**src/rtl/ccd_seq_pkg.sv**
```systemverilog
package ccd_seq_pkg;

  typedef enum logic [1:0] {
    MODE_SINGLE     = 2'd0,
    MODE_DUAL       = 2'd1,
    MODE_BIN        = 2'd2,
    MODE_SINGLE_ALT = 2'd3
  } ccd_mode_e;

  typedef enum logic [3:0] {
    S_IDLE,
    S_RDLY,
    S_PDX,
    S_V2H,
    S_V1H,
    S_ABX,
    S_HDLY,
    S_SHIFT
  } seq_state_e;

  typedef struct packed {
    logic v1;
    logic v2;
    logic pd;
    logic h1a;
    logic h1b;
    logic h2;
    logic fdg;
    logic lv;
  } phase_vec_t;

  localparam phase_vec_t PHASE_IDLE = '{v1: 1'b1, v2: 1'b0, pd: 1'b0, h1a: 1'b1,
                                        h1b: 1'b0, h2: 1'b0, fdg: 1'b0, lv: 1'b0};

  function automatic int max2(input int a, input int b);
    return (a > b) ? a : b;
  endfunction

endpackage

```
**src/rtl/ccd_dwell_timer.sv**
```systemverilog
module ccd_dwell_timer #(
  parameter int W = 8
) (
  input  logic         clk_i,
  input  logic         rst_ni,
  input  logic         load_i,
  input  logic [W-1:0] val_i,
  output logic [W-1:0] cnt_o,
  output logic         done_o
);
  logic [W-1:0] cnt_q;

  always_ff @(posedge clk_i or negedge rst_ni) begin
    if (!rst_ni)                cnt_q <= '0;
    else if (load_i)            cnt_q <= val_i;
    else if (cnt_q != '0)       cnt_q <= cnt_q - W'(1);
  end

  assign cnt_o  = cnt_q;
  assign done_o = (cnt_q == '0);
endmodule

```
**src/rtl/ccd_event_ctr.sv**
```systemverilog
module ccd_event_ctr #(
  parameter int W = 8
) (
  input  logic         clk_i,
  input  logic         rst_ni,
  input  logic         clr_i,
  input  logic         inc_i,
  output logic [W-1:0] cnt_o
);
  logic [W-1:0] cnt_q;

  always_ff @(posedge clk_i or negedge rst_ni) begin
    if (!rst_ni)      cnt_q <= '0;
    else if (clr_i)   cnt_q <= '0;
    else if (inc_i)   cnt_q <= cnt_q + W'(1);
  end

  assign cnt_o = cnt_q;
endmodule

```
**src/rtl/ccd_line_seq.sv**
```systemverilog
module ccd_line_seq
  import ccd_seq_pkg::*;
#(
  parameter int LINES   = 496,  // vertical transfers per frame, even
  parameter int HPIX    = 694,  // register positions shifted per line
  parameter int T_RD    = 400,  // readout delay before photodiode pulse
  parameter int T_PD    = 180,  // photodiode transfer pulse
  parameter int T_V     = 100,  // each vertical phase pulse
  parameter int T_HD    = 100,  // horizontal delay after last transfer
  parameter int T_AB    = 100,  // A-to-B handoff pulse
  parameter int T_FDG   = 24,   // dump gate hold after V2 fall, < T_V
  parameter int FRAME_W = 8
) (
  input  logic                         clk_i,
  input  logic                         rst_ni,
  input  logic                         sof_i,
  input  logic [1:0]                   mode_i,
  input  logic                         dump_req_i,
  output logic                         v1_o,
  output logic                         v2_o,
  output logic                         pd_xfer_o,
  output logic                         h1a_o,
  output logic                         h1b_o,
  output logic                         h2_o,
  output logic                         fdg_o,
  output logic                         line_valid_o,
  output logic                         frame_done_o,
  output logic [$clog2(LINES+1)-1:0]   line_cnt_o,
  output logic [FRAME_W-1:0]           frame_cnt_o
);
  localparam int LINE_W  = $clog2(LINES + 1);
  localparam int DUR_MAX = max2(max2(max2(T_RD, T_PD), max2(T_V, T_HD)), max2(T_AB, 2 * HPIX));
  localparam int TMR_W   = $clog2(DUR_MAX + 1);

  localparam logic [TMR_W-1:0] D_RD    = TMR_W'(T_RD - 1);
  localparam logic [TMR_W-1:0] D_PD    = TMR_W'(T_PD - 1);
  localparam logic [TMR_W-1:0] D_V     = TMR_W'(T_V - 1);
  localparam logic [TMR_W-1:0] D_HD    = TMR_W'(T_HD - 1);
  localparam logic [TMR_W-1:0] D_AB    = TMR_W'(T_AB - 1);
  localparam logic [TMR_W-1:0] D_SH    = TMR_W'(2 * HPIX - 1);
  localparam logic [TMR_W-1:0] FDG_THR = TMR_W'(T_V - 1 - T_FDG);
  localparam logic [LINE_W:0]  LINES_C = (LINE_W + 1)'(LINES);
  localparam logic [LINE_W-1:0] LINES_L = LINE_W'(LINES);

  seq_state_e       state_q, state_d;
  ccd_mode_e        mode_q;
  logic             xfer_q, dump_q;
  logic             tmr_load, tmr_done;
  logic [TMR_W-1:0] tmr_val, tmr;
  logic             start_pass, go_x1, pass_end, line_inc, line_clr, frame_end;
  logic [LINE_W-1:0] line_cnt;
  logic [LINE_W:0]  lines_after;
  logic             frame_done_q, dual_hold;
  phase_vec_t       ph_d, ph_q;

  ccd_dwell_timer #(.W(TMR_W)) i_timer (
    .clk_i (clk_i), .rst_ni (rst_ni), .load_i (tmr_load),
    .val_i (tmr_val), .cnt_o (tmr), .done_o (tmr_done)
  );

  ccd_event_ctr #(.W(LINE_W)) i_line_ctr (
    .clk_i (clk_i), .rst_ni (rst_ni), .clr_i (line_clr),
    .inc_i (line_inc), .cnt_o (line_cnt)
  );

  ccd_event_ctr #(.W(FRAME_W)) i_frame_ctr (
    .clk_i (clk_i), .rst_ni (rst_ni), .clr_i (1'b0),
    .inc_i (frame_end), .cnt_o (frame_cnt_o)
  );

  assign lines_after = {1'b0, line_cnt} + {{LINE_W{1'b0}}, line_inc};

  // sequencing
  always_comb begin
    state_d    = state_q;
    tmr_load   = 1'b0;
    tmr_val    = '0;
    start_pass = 1'b0;
    go_x1      = 1'b0;
    pass_end   = 1'b0;
    line_inc   = 1'b0;
    line_clr   = 1'b0;
    frame_end  = 1'b0;
    case (state_q)
      S_IDLE: if (sof_i) begin
        state_d = S_RDLY; tmr_load = 1'b1; tmr_val = D_RD; line_clr = 1'b1;
      end
      S_RDLY: if (tmr_done) begin
        state_d = S_PDX; tmr_load = 1'b1; tmr_val = D_PD;
      end
      S_PDX: if (tmr_done) begin
        state_d = S_V2H; tmr_load = 1'b1; tmr_val = D_V; start_pass = 1'b1;
      end
      S_V2H: if (tmr_done) begin
        state_d = S_V1H; tmr_load = 1'b1; tmr_val = D_V;
      end
      S_V1H: if (tmr_done) begin
        line_inc = 1'b1;
        if (!xfer_q && mode_q != MODE_SINGLE) begin
          if (mode_q == MODE_DUAL && !dump_q) begin
            state_d = S_ABX; tmr_load = 1'b1; tmr_val = D_AB;
          end else begin
            state_d = S_V2H; tmr_load = 1'b1; tmr_val = D_V; go_x1 = 1'b1;
          end
        end else if (dump_q) begin
          pass_end = 1'b1;
        end else begin
          state_d = S_HDLY; tmr_load = 1'b1; tmr_val = D_HD;
        end
      end
      S_ABX: if (tmr_done) begin
        state_d = S_V2H; tmr_load = 1'b1; tmr_val = D_V; go_x1 = 1'b1;
      end
      S_HDLY: if (tmr_done) begin
        state_d = S_SHIFT; tmr_load = 1'b1; tmr_val = D_SH;
      end
      S_SHIFT: if (tmr_done) pass_end = 1'b1;
      default: state_d = S_IDLE;
    endcase
    if (pass_end) begin
      if (lines_after == LINES_C) begin
        state_d = S_IDLE; frame_end = 1'b1;
      end else begin
        state_d = S_V2H; tmr_load = 1'b1; tmr_val = D_V; start_pass = 1'b1;
      end
    end
  end

  always_ff @(posedge clk_i or negedge rst_ni) begin
    if (!rst_ni) begin
      state_q      <= S_IDLE;
      mode_q       <= MODE_SINGLE;
      xfer_q       <= 1'b0;
      dump_q       <= 1'b0;
      frame_done_q <= 1'b0;
    end else begin
      state_q      <= state_d;
      frame_done_q <= frame_end;
      if (state_q == S_IDLE && sof_i)
        mode_q <= (mode_i == 2'd3) ? MODE_SINGLE : ccd_mode_e'(mode_i);
      if (start_pass) begin
        xfer_q <= 1'b0;
        dump_q <= dump_req_i;
      end else if (go_x1) begin
        xfer_q <= 1'b1;
      end
    end
  end

  // B holds the handed-over line until the parallel readout
  assign dual_hold = (mode_q == MODE_DUAL) && xfer_q && !dump_q;

  always_comb begin
    ph_d = PHASE_IDLE;
    case (state_q)
      S_PDX:  ph_d.pd = 1'b1;
      S_V2H: begin
        ph_d.v2  = 1'b1;
        ph_d.v1  = 1'b0;
        ph_d.fdg = dump_q;
        ph_d.h1b = dual_hold;
      end
      S_V1H: begin
        ph_d.fdg = dump_q && (tmr > FDG_THR);
        ph_d.h1b = dual_hold;
      end
      S_ABX: begin
        ph_d.h1a = 1'b0;
        ph_d.h1b = 1'b1;
      end
      S_HDLY: ph_d.h1b = dual_hold;
      S_SHIFT: begin
        ph_d.h2  = tmr[0];
        ph_d.h1a = ~tmr[0];
        ph_d.h1b = (mode_q == MODE_DUAL) && ~tmr[0];
        ph_d.lv  = 1'b1;
      end
      default: ph_d = PHASE_IDLE;
    endcase
  end

  always_ff @(posedge clk_i or negedge rst_ni) begin
    if (!rst_ni) ph_q <= PHASE_IDLE;
    else         ph_q <= ph_d;
  end

  assign v1_o         = ph_q.v1;
  assign v2_o         = ph_q.v2;
  assign pd_xfer_o    = ph_q.pd;
  assign h1a_o        = ph_q.h1a;
  assign h1b_o        = ph_q.h1b;
  assign h2_o         = ph_q.h2;
  assign fdg_o        = ph_q.fdg;
  assign line_valid_o = ph_q.lv;
  assign frame_done_o = frame_done_q;
  assign line_cnt_o   = line_cnt;

  a_r3_v_complementary: assert property (@(posedge clk_i) disable iff (!rst_ni)
    v1_o != v2_o);
  a_r3_h_hold_during_v2: assert property (@(posedge clk_i) disable iff (!rst_ni)
    v2_o |-> (h1a_o && !h2_o));
  a_r7_h_no_overlap: assert property (@(posedge clk_i) disable iff (!rst_ni)
    !(h2_o && (h1a_o || h1b_o)));
  a_r5_handoff_levels: assert property (@(posedge clk_i) disable iff (!rst_ni)
    (!h1a_o && !line_valid_o) |-> (h1b_o && !h2_o));
  a_r4_b_low_not_dual: assert property (@(posedge clk_i) disable iff (!rst_ni)
    (mode_q != MODE_DUAL) |-> !h1b_o);
  a_r8_dump_no_readout: assert property (@(posedge clk_i) disable iff (!rst_ni)
    fdg_o |-> !line_valid_o);
  a_r8_dump_falls_v2_low: assert property (@(posedge clk_i) disable iff (!rst_ni)
    $fell(fdg_o) |-> !v2_o);
  a_r10_done_one_cycle: assert property (@(posedge clk_i) disable iff (!rst_ni)
    frame_done_o |=> !frame_done_o);
  a_r10_line_bound: assert property (@(posedge clk_i) disable iff (!rst_ni)
    line_cnt_o <= LINES_L);

endmodule

```
**config.mk**
```make
export PLATFORM = sky130hd
export DESIGN_NAME = ccd_line_seq
export DESIGN_NICKNAME = d
export VERILOG_FILES = /design/src/rtl/ccd_seq_pkg.sv /design/src/rtl/ccd_dwell_timer.sv /design/src/rtl/ccd_event_ctr.sv /design/src/rtl/ccd_line_seq.sv
export SDC_FILE = /design/constraint.sdc
export NUM_CORES = 1
export LEC_CHECK = 0
export BUFFER_PORTS_ARGS = -buffer_cell sky130_fd_sc_hd__buf_2
export CORE_MARGIN = 2
export CORE_UTILIZATION = 45
export DETAILED_ROUTE_END_ITERATION = 6
export HOLD_SLACK_MARGIN = 0.08
export PLACE_DENSITY = 0.62
export REMOVE_ABC_BUFFERS = 1
export SLEW_MARGIN = 20
export SYNTH_ARGS = -nofsm -noshare
export SYNTH_HDL_FRONTEND = slang
export SYNTH_SLANG_ARGS = --single-unit
```
**constraint.sdc**
```tcl
create_clock -name clk_i -period 5.7 [get_ports clk_i]
set_input_delay 1.14 -clock clk_i [delete_from_list [all_inputs] [get_ports clk_i]]
set_output_delay 1.14 -clock clk_i [all_outputs]
set_load 0.02 [all_outputs]
```
==> summary.txt, run 1 <==
Power
  – Max IR drop VDD: 155 uV
  – PwrDens: 197 nW/um2
  – Lkg Pwr: 1.30 nW

Worst hold path
  – Hold Path Class: reg2reg
  – Hold Path Depth: 1

Placement
  – IO Port Bufs: 31
  – GPL Wtd Cong: 0.825
  – Post-DP HPWL: 3820 um
  – Cell Area, Placed: 2720 um2

Timing
  – Clock skew: 0.00885 ns
  – Final period utilization: 68.4%
  – Final worst path period need: 3.90 ns
  – Maximum clock rate: 0.257 GHz
  – Tightest Pin Transition: 1.01 ns
  – Slew Limit Fails: 0
  – Setup_tns: 0 ns
  – Relative slew slack: 32.7%
  – Final hold violation count: 0
  – RSZ-0062 raised after global routing: false
  – Final setup vio count: 0

Synthesis
  – Post-synthesis cell count: 262
  – Mapped Avg Cell Area: 9.64 um2
  – Post-synthesis register bit count: 44
  – Area leader, netlist: dfrtp_1
  – Synth cell types: 57
  – Top cell type's share of synthesized area: 41.6%
  – Top_reg_cell synth: dfrtp_1
  – FFs w/ async S/R, synth: 100%
  – Cell Area, Synth: 2530 um2
  – Yosys Warn Count: 0
  – Number of synthesized flops with an enable pin: 0
  – Synth area leaders: dfrtp_1, xor2_1, nand2_1
  – Register area share after synthesis: 43.7%

Route
  – Wire per inst: 14.7 um
  – DRT Wirelength: 5350 um
  – Via count: 2027
  – DRT iter0 DRCs: 193
  – Antenna viol nets, final: 0
  – DR DRC count: 0
  – Vias/cell: 5.58
  – First drt pass iteration count: 5

Worst setup path
  – WP depth: 14
  – Crit start category: flip-flop
  – CP top delay family: simple AND/OR/NAND/NOR gates
  – Cells on worst reg2reg path: 14
  – CP arrival: 4.01 ns
  – Critical Path RT: 5.82 ns
  – Crit path cell chain: inv_1, ha_1, or3b_1, nor3_4, nand2_2, clkinv_2, ha_1, ha_1, nand3_1, nor2_1, xor2_1, nand3_2, o21bai_1, o2111ai_1
  – Most used cell, CP: ha_1
  – CP max stage cell: nor3_4
  – Buffers and inverters on the worst path: 2
  – Crit. End Element: flip-flop
  – Crit-path max cell delay: 0.48 ns
  – CP Max Fanout: 12
  – Setup CP Type: reg2reg

Clocking
  – H-tree levels: 2
  – Clk buf depth: 2
  – Cell chosen for the clock root: clkbuf_8
  – Postcts setup bufs: 0
  – Total CTS buffers: 5
  – Gates resized, CTS repair: 0
  – Clk sinks: 44
  – CTS tree: done
  – Reg clk slew, reported paths: 0.08 ns
  – Clock latency on the worst-skew pair: 0.29 ns
  – Hold-fix buffers, CTS: 0

Finish
  – Antenna cell count: 0
  – Layout cells sized above 1: 19.6%
  – Commonest non-fill, non-tap cell in the layout: dfrtp_1
  – Fin area: 2830 um2
  – Most frequent cells in the layout: dfrtp_1, buf_2, nand2_1, nor2_1, nand3_1
  – Nets: 303
  – Fill cell count: 534
  – Area Overhead vs Synth: 12.0%

Global routing
  – Overflow after GRT: 0
  – First-pass GRT wire length: 9140 um
  – Initial antenna violation count: 0
  – Pin count of the biggest net entering global routing: 45
  – Total GRT Usage: 18.6%
  – Vias in the first global route: 1836

Floorplanning
  – Core Rows: 27
  – Die Y: 78.9 um
  – Io pins: 32
  – CORE AREA: 5470 um2
  – Starting Density: 46.2%
  – Width of the die: 78.9 um
  – Die area: 6230 um2

Run
  – Max-cap violations: 0

Status
  – Status: completed
[Yosys cell counts, types with 5 or more instances]
cell type / number
xnor2_1: 8
nand3_1: 16
dfrtp_1: 42
nand2b_1: 5
inv_1: 9
xor2_1: 14
o21ai_0: 13
nor3_1: 10
ha_1: 7
nor4_2: 5
nand2_1: 27
a21oi_1: 6
nor2_1: 21
[kinds of logic (layout without fill, tap and decap cells)]
| kind of cell | after synthesis | after routing | share of synthesized area (%) |
|---|---|---|---|
| DFF | 44 | 44 | 43.7 |
| adders and majority gates | 7 | 7 | 3.47 |
| and+or+nand+nor | 117 | 117 | 27.2 |
| buffers and inverters | 21 | 50 | 3.61 |
| AOI/OAI and AO/OA | 47 | 47 | 12.7 |
| xor gates and xnor gates | 22 | 22 | 7.63 |
| muxes | 4 | 4 | 1.68 |
[final timing paths]
kind,end,slack [ns],start
max,i_timer.cnt_o[1],1.80,i_timer.cnt_o[0]
min,i_frame_ctr.cnt_o[7],0.46,i_frame_ctr.cnt_o[7]
max reg2reg,i_timer.cnt_o[1],1.80,i_timer.cnt_o[0]
min reg2reg,i_frame_ctr.cnt_o[7],0.46,i_frame_ctr.cnt_o[7]
max in group asynchronous,i_timer.cnt_o[4],4.10,rst_ni
min in group asynchronous,i_frame_ctr.cnt_o[6],1.00,rst_ni
[layer usage]
metal  share of wire (%)  global-route usage, %
met1                  50                   28.0
met2                  43                   26.7
met3                 5.7                   3.75
met4                 1.9                   6.21
met5                   0                      0
[registers in the layout, summed over array words and instances, names as in the netlist]
signal and flops:
xfer_q 1, h1b_o 1, i_frame_ctr.cnt_o 8, state_q 3
i_timer.cnt_o 11, fdg_o 1, h1a_o 1, i_line_ctr.cnt_o 9
line_valid_o 1, dump_q 1, h2_o 1, frame_done_o 1
v2_o 1, pd_xfer_o 1, mode_q 2, v1_o 1
[through the flow]
stage | power [mW] | worst slack, ns | utilization (%) | std cells | hold WS [ns]
after floorplan | 0.321 | 2.25 | - | 252 | 0.471
after global placement | 0.329 | 1.98 | 49.7 | 355 | 0.452
after detailed placement | 0.329 | 1.82 | 49.7 | 355 | 0.457
after CTS | 0.565 | 1.80 | 51.7 | 363 | 0.469
after global routing | 0.577 | 1.42 | 51.7 | 363 | 0.493
final | 0.558 | 1.80 | 51.7 | 363 | 0.463
[where the power goes]
part	total, mW	switching [mW]	leakage (nW)	internal [mW]
Clock	0.235	0.105	0.0552	0.130
Sequential	0.313	0.00113	0.514	0.312
Combinational	0.00920	0.00710	0.727	0.00210
[area by class of cell]
type	count	area, um2	share of cell area [%]
repair buffers	31	155	5.48
clock buffers	6	72.6	2.56
clock inverters	2	35.0	1.24
flip-flops and latches	44	1100	39.0
inverters	11	42.5	1.50
well taps	72	90.1	3.18
multi-input cells	197	1330	47.0
Power figures use the tool's default switching activity.
==> run 2: changes to the inputs <==
==> constraint.sdc (replaced) <==
create_clock -name clk_i -period 3.7 [get_ports clk_i]
set_input_delay 0.74 -clock clk_i [delete_from_list [all_inputs] [get_ports clk_i]]
set_output_delay 0.74 -clock clk_i [all_outputs]
set_load 0.02 [all_outputs]
==> run 2 against run 1 <==
Clock skew down 0.0029 ns. Sequential power up 54%. Sequential cell count unchanged. Routed wire length up 2.6%. Hold slack worse by 0.029 ns. Non-clock buffer count up 6. Via count up 1.2%.
==> summary.txt, run 2 (same netlist as run 1, synthesis figures left out) <==
Status
  – Status: completed

Power
  – Combinational power share: 1.8% (+0.2 points)
  – PwrDens: 280 nW/um2 (+42%)
  – Switch Pwr: 0.173 mW (+53%)
  – Reg power frac: 59.8% (+3.6 points)
  – Max IR drop VDD: 178 uV (+15%)
  – Lkg Pwr: 1.32 nW (+2.1%)
  – Design Power: 0.807 mW (+45%)
  – Sw Share: 21.5% (+1.1 points)
  – Internal: 0.634 mW (+43%)
  – Clock share of power: 38.3% (-3.9 points)

Finish
  – Layout cells sized above 1: 22.2% (+2.6 points)
  – Antenna cell count: 0 (unchanged)
  – Fin area: 2880 um2 (+1.6%)
  – Nets: 309 (+2.0%)
  – Fill cell count: 529 (-0.94%)
  – Commonest non-fill, non-tap cell in the layout: dfrtp_1
  – Area Overhead vs Synth: 13.9%
  – Max reg flops: 11 (unchanged)
  – Most frequent cells in the layout: dfrtp_1, buf_2, nand2_1, nor2_1, nand3_1
  – Final Non-Filler Cells: 369 (+1.7%)

Placement
  – GPL Wtd Cong: 0.866 (+4.9%)
  – Post-DP HPWL: 3890 um (+2.0%)
  – Cell Area, Placed: 2760 um2 (+1.4%)
  – IO Port Bufs: 31 (unchanged)
  – Cell total after placement: 360 (+1.4%)

Global routing
  – First-pass GRT wire length: 9430 um (+3.1%)
  – Overflow after GRT: 0 (unchanged)
  – Initial antenna violation count: 0 (unchanged)
  – Total GRT Usage: 19.2% (+0.63 points)
  – Vias in the first global route: 1851 (+0.82%)
  – Pin count of the biggest net entering global routing: 45 (unchanged)

Floorplanning
  – Die area: 6230 um2 (unchanged)
  – Core Rows: 27 (unchanged)
  – Starting Density: 46.2% (unchanged)
  – CORE AREA: 5470 um2 (unchanged)
  – Io pins: 32 (unchanged)
  – Width of the die: 78.9 um (unchanged)
  – Die Y: 78.9 um (unchanged)

Worst hold path
  – Hold Path Class: in2async

Timing
  – Setup_tns: 0 ns (unchanged)
  – Relative slew slack: 61.2% (+29 points)
  – Clock skew: 0.00593 ns (-0.00292 ns)
  – Final setup vio count: 0 (unchanged)
  – Tightest Pin Transition: 0.580 ns (-0.426 ns)
  – Final worst path period need: 3.46 ns (-0.439 ns)
  – Fin Hold WS: 0.434 ns (-0.0293 ns)
  – Maximum clock rate: 0.289 GHz (+13%)
  – Final hold violation count: 0 (unchanged)
  – Slew Limit Fails: 0 (unchanged)
  – Final period utilization: 93.5% (+25 points)

Clocking
  – Clock latency on the worst-skew pair: 0.29 ns (about the same)
  – Total CTS buffers: 5 (unchanged)
  – CTS tree: done
  – Clk sinks: 44 (unchanged)
  – Reg clk slew, reported paths: 0.08 ns (about the same)
  – Hold-fix buffers, CTS: 0 (unchanged)
  – Cell chosen for the clock root: clkbuf_8
  – H-tree levels: 2 (unchanged)
  – Clk buf depth: 2 (unchanged)

Worst setup path
  – Crit. End Element: flip-flop
  – Setup CP Type: reg2reg
  – Cells on worst reg2reg path: 14 (unchanged)
  – Reg-to-Reg End: i_frame_ctr.cnt_o[1]
  – Worst Setup SP: i_timer.cnt_o[0]
  – Crit start category: flip-flop
  – CP arrival: 3.64 ns (-0.37 ns)
  – CP Max Fanout: 9 (-3)
  – Critical Path RT: 3.88 ns (-1.94 ns)
  – R2r setup slk: 0.24 ns (-1.56 ns)
  – Critical Path Sink: i_frame_ctr.cnt_o[1]
  – RR Startpoint: i_timer.cnt_o[0]

Route
  – DRT iter0 DRCs: 188 (-2.6%)
  – DRT Wirelength: 5490 um (+2.6%)
  – Wire per inst: 14.9 um (+0.89%)
  – DR DRC count: 0 (unchanged)
  – Antenna viol nets, final: 0 (unchanged)
  – Via count: 2052 (+1.2%)
  – First drt pass iteration count: 4 (-1)
  – Vias/cell: 5.56 (-0.41%)

Run
  – Max-cap violations: 0 (unchanged)
run 2: power by group through the flow:
stage / Combinational [mW] / Sequential [mW] / Clock (mW)
floorplan: 0.00200 / 0.492 / 0
global placement: 0.0151 / 0.492 / 0
detailed placement: 0.0152 / 0.492 / 0
CTS: 0.0152 / 0.483 / 0.320
global route: 0.0174 / 0.483 / 0.343
finish: 0.0148 / 0.483 / 0.309
run 2: metrics by stage:
stage / setup slack, ns / util, %
after floorplan: 0.254 / -
after global placement: 0.294 / 50.4
after detailed placement: 0.179 / 50.4
after CTS: 0.156 / 52.1
after global routing: -0.0346 / 52.6
final: 0.242 / 52.6
run 2: area by class of cell:
cell class              instances  area [um2]  share of cell area [%]
inverters                      11        42.5                    1.48
well taps                      72        90.1                    3.13
multi-input cells             197        1350                    46.8
flip-flops and latches         44        1100                    38.4
repair buffers                 37         203                    7.05
clock buffers                   6        82.6                    2.87
clock inverters                 2        10.0                   0.348
run 2: metal layers:
layer,vias up,global-route usage [%],share of wire (%)
met5,-,0,0
met4,0,4.83,0.75
met3,2,3.41,5.4
met2,66,29.0,44
met1,975,28.7,49
li1,1009,-,-
run 2: timing repair:
action / CTS / global route
setup buffers: 0 / 1
gates resized for setup: 0 / 3
endpoints found under the setup margin: 0 / 7
run 2: worst max-delay path, cell delays in order, from the launching register on:
cell	delay (ns)
dfrtp_1	0.44
inv_1	0.16
ha_1	0.24
or3b_1	0.42
nor3_4	0.22
nand2_2	0.09
clkinv_2	0.13
ha_1	0.18
ha_1	0.18
nand3_1	0.10
nor2_1	0.16
xor2_1	0.24
nand3_4	0.21
nor3_4	0.24
mux2_1	0.34
run 2: how the worst min path moves through the flow:
stage	slack, ns	depth (start not counted)	endpoint
final	0.43	1	i_frame_ctr.cnt_o[6]
after global routing	0.48	1	i_frame_ctr.cnt_o[6]
after CTS	0.47	1	i_frame_ctr.cnt_o[7]
after detailed placement	0.46	1	i_frame_ctr.cnt_o[7]
after global placement	0.45	1	i_frame_ctr.cnt_o[7]
after floorplan	0.44	0	dump_q
==> run 3: changes to the inputs <==
--- a/config.mk
+++ b/config.mk
@@ -5,11 +5,12 @@
 export SDC_FILE = /design/constraint.sdc
 export NUM_CORES = 1
 export LEC_CHECK = 0
-export BUFFER_PORTS_ARGS = -buffer_cell sky130_fd_sc_hd__buf_2
+export BUFFER_PORTS_ARGS = -buffer_cell sky130_fd_sc_hd__buf_4
 export CORE_MARGIN = 2
 export CORE_UTILIZATION = 45
 export DETAILED_ROUTE_END_ITERATION = 6
 export HOLD_SLACK_MARGIN = 0.08
+export MAX_ROUTING_LAYER = met4
 export PLACE_DENSITY = 0.62
 export REMOVE_ABC_BUFFERS = 1
 export SLEW_MARGIN = 20
==> run 3 against run 2 <==
Clock power grew 39%. Setup slack lost 0.018 ns. Final cell count is the same. Maximum frequency shrank 0.51%. Power grew 15%. Hold slack lost 0.018 ns. Sequential cell count is the same. Combinational power grew 7%. Sequential share of layout area shrank 1.5 points. Core utilization grew 2.1 points. Clock skew grew 0.0085 ns. Critical endpoint unchanged.
==> summary.txt, run 3 (same netlist as run 1, synthesis figures left out) <==
Status
  – Status: completed

Clocking
  – Cell chosen for the clock root: clkbuf_8
  – Clock latency on the worst-skew pair: 0.30 ns (about the same)
  – Clk sinks: 44 (unchanged)
  – Reg clk slew, reported paths: 0.09 ns (about the same)
  – H-tree levels: 2 (unchanged)
  – CTS tree: done
  – Total CTS buffers: 5 (unchanged)
  – Hold-fix buffers, CTS: 0 (unchanged)
  – Clk buf depth: 2 (unchanged)

Global routing
  – Vias in the first global route: 1911 (+3.2%)
  – Overflow after GRT: 0 (unchanged)
  – Pin count of the biggest net entering global routing: 45 (unchanged)
  – Initial antenna violation count: 0 (unchanged)
  – First-pass GRT wire length: 9260 um (-1.8%)
  – Total GRT Usage: 19.5% (+0.25 points)

Worst setup path
  – Critical Path RT: 3.89 ns (about the same)
  – Crit. End Element: flip-flop
  – R2r setup slk: 0.22 ns (-0.02 ns)
  – RR Startpoint: i_timer.cnt_o[0]
  – Crit start category: flip-flop
  – CP arrival: 3.67 ns (+0.03 ns)
  – Setup CP Type: reg2reg
  – CP Max Fanout: 9 (unchanged)
  – Cells on worst reg2reg path: 14 (unchanged)
  – Reg-to-Reg End: i_frame_ctr.cnt_o[1]

Route
  – DR DRC count: 0 (unchanged)
  – DRT iter0 DRCs: 218 (+16%)
  – Vias/cell: 5.55 (-0.15%)
  – Antenna viol nets, final: 0 (unchanged)
  – DRT Wirelength: 5420 um (-1.3%)
  – First drt pass iteration count: 4 (unchanged)
  – Via count: 2049 (-0.15%)
  – Wire per inst: 14.7 um (-1.3%)

Timing
  – Fin Hold WS: 0.416 ns (-0.0177 ns)
  – RSZ-0062 raised after global routing: false
  – Final period utilization: 94.0% (+0.48 points)
  – Clock skew: 0.0144 ns (+0.00849 ns)
  – Final worst path period need: 3.48 ns (+0.0179 ns)
  – Tightest Pin Transition: 0.560 ns (-0.0197 ns)
  – Setup ws final: 0.224 ns (-0.0179 ns)
  – Final setup vio count: 0 (unchanged)
  – Slew Limit Fails: 0 (unchanged)
  – Setup_tns: 0 ns (unchanged)
  – Final hold violation count: 0 (unchanged)
  – Maximum clock rate: 0.288 GHz (-0.51%)
  – Relative slew slack: 62.5% (+1.3 points)

Run
  – Max-cap violations: 0 (unchanged)

Finish
  – Commonest non-fill, non-tap cell in the layout: dfrtp_1
  – Final Non-Filler Cells: 369 (unchanged)
  – Max reg flops: 11 (unchanged)
  – Area Overhead vs Synth: 18.4%
  – Layout cells sized above 1: 21.9% (-0.34 points)
  – Antenna cell count: 0 (unchanged)
  – Final core utilization: 54.7% (+2.1 points)
  – Fin area: 2990 um2 (+4.0%)
  – Nets: 309 (unchanged)
  – Most frequent cells in the layout: dfrtp_1, buf_4, nand2_1, nor2_1, nand3_1

Placement
  – Cell total after placement: 359 (-0.28%)
  – Worst slack at placement: 0.156 ns (-0.0230 ns)
  – Post-DP HPWL: 3960 um (+1.6%)
  – GPL Wtd Cong: 0.870 (+0.50%)
  – IO Port Bufs: 31 (unchanged)
  – Cell Area, Placed: 2830 um2 (+2.5%)

Power
  – PwrDens: 310 nW/um2 (+11%)
  – Switch Pwr: 0.172 mW (-0.51%)
  – Design Power: 0.928 mW (+15%)
  – Clock share of power: 46.3% (+8.0 points)
  – Reg power frac: 52.0% (-7.8 points)
  – Lkg Pwr: 1.36 nW (+2.6%)
  – Sw Share: 18.6% (-2.9 points)
  – Max IR drop VDD: 204 uV (+15%)
  – Combinational power share: 1.7% (about the same)
  – Internal: 0.756 mW (+19%)

Floorplanning
  – Io pins: 32 (unchanged)
  – Width of the die: 78.9 um (unchanged)
  – Core Rows: 27 (unchanged)
  – Die Y: 78.9 um (unchanged)
  – Starting Density: 46.2% (unchanged)
  – CORE AREA: 5470 um2 (unchanged)
  – Die area: 6230 um2 (unchanged)

Worst hold path
  – Hold Path Class: in2async
## run 3: power groups by stage
stage	Clock [mW]	Combinational, mW	Sequential [mW]
6_report	0.429	0.0159	0.483
5_1_grt	0.465	0.0186	0.483
4_1_cts	0.441	0.0167	0.483
3_5_place_dp	0	0.0167	0.492
3_3_place_gp	0	0.0166	0.492
2_1_floorplan	0	0.00200	0.492
## run 3: cell type report
cell class / instances / area, um2
Sequential cell: 44 / 1100
Inverter: 11 / 42.5
Tap cell: 72 / 90.1
Multi-Input combinational cell: 197 / 1350
Clock inverter: 2 / 60.1
Clock buffer: 6 / 72.6
Fill cell: 537 / 2480
Timing Repair Buffer: 37 / 278
## run 3: worst max path at each step
stage / cells after the start / endpoint / slack, ns / from
floorplan: 14 / i_frame_ctr.cnt_o[1] / 0.25 / i_timer.cnt_o[0]
global placement: 14 / i_timer.cnt_o[1] / 0.29 / i_timer.cnt_o[0]
detailed placement: 14 / i_timer.cnt_o[1] / 0.16 / i_timer.cnt_o[0]
CTS: 14 / i_timer.cnt_o[1] / 0.14 / i_timer.cnt_o[0]
global route: 14 / i_frame_ctr.cnt_o[1] / 0.007 / i_timer.cnt_o[0]
finish: 14 / i_frame_ctr.cnt_o[1] / 0.22 / i_timer.cnt_o[0]
## run 3: layer usage
metal  GRT usage [%]  share of wire, %  routed length (um)
met1            27.7                50                2710
met5               -                 0                   0
met3            3.41               3.7                 198
met2            27.9                44                2370
met4            7.76               2.5                 137
## run 3: worst max-delay path: stages (launching register included)
cell and delay, ns:
dfrtp_1 0.44, inv_1 0.16, ha_1 0.23, or3b_1 0.41
nor3_4 0.22, nand2_2 0.09, clkinv_2 0.12, ha_1 0.18
ha_1 0.19, nand3_1 0.10, nor2_1 0.15, xor2_1 0.24
nand3_4 0.21, nor3_4 0.27, mux2_1 0.35
## run 3: timing repair
action                                  CTS  global route
setup buffers                             0             2
endpoints found under the setup margin    0             7
resized for setup                         0             3
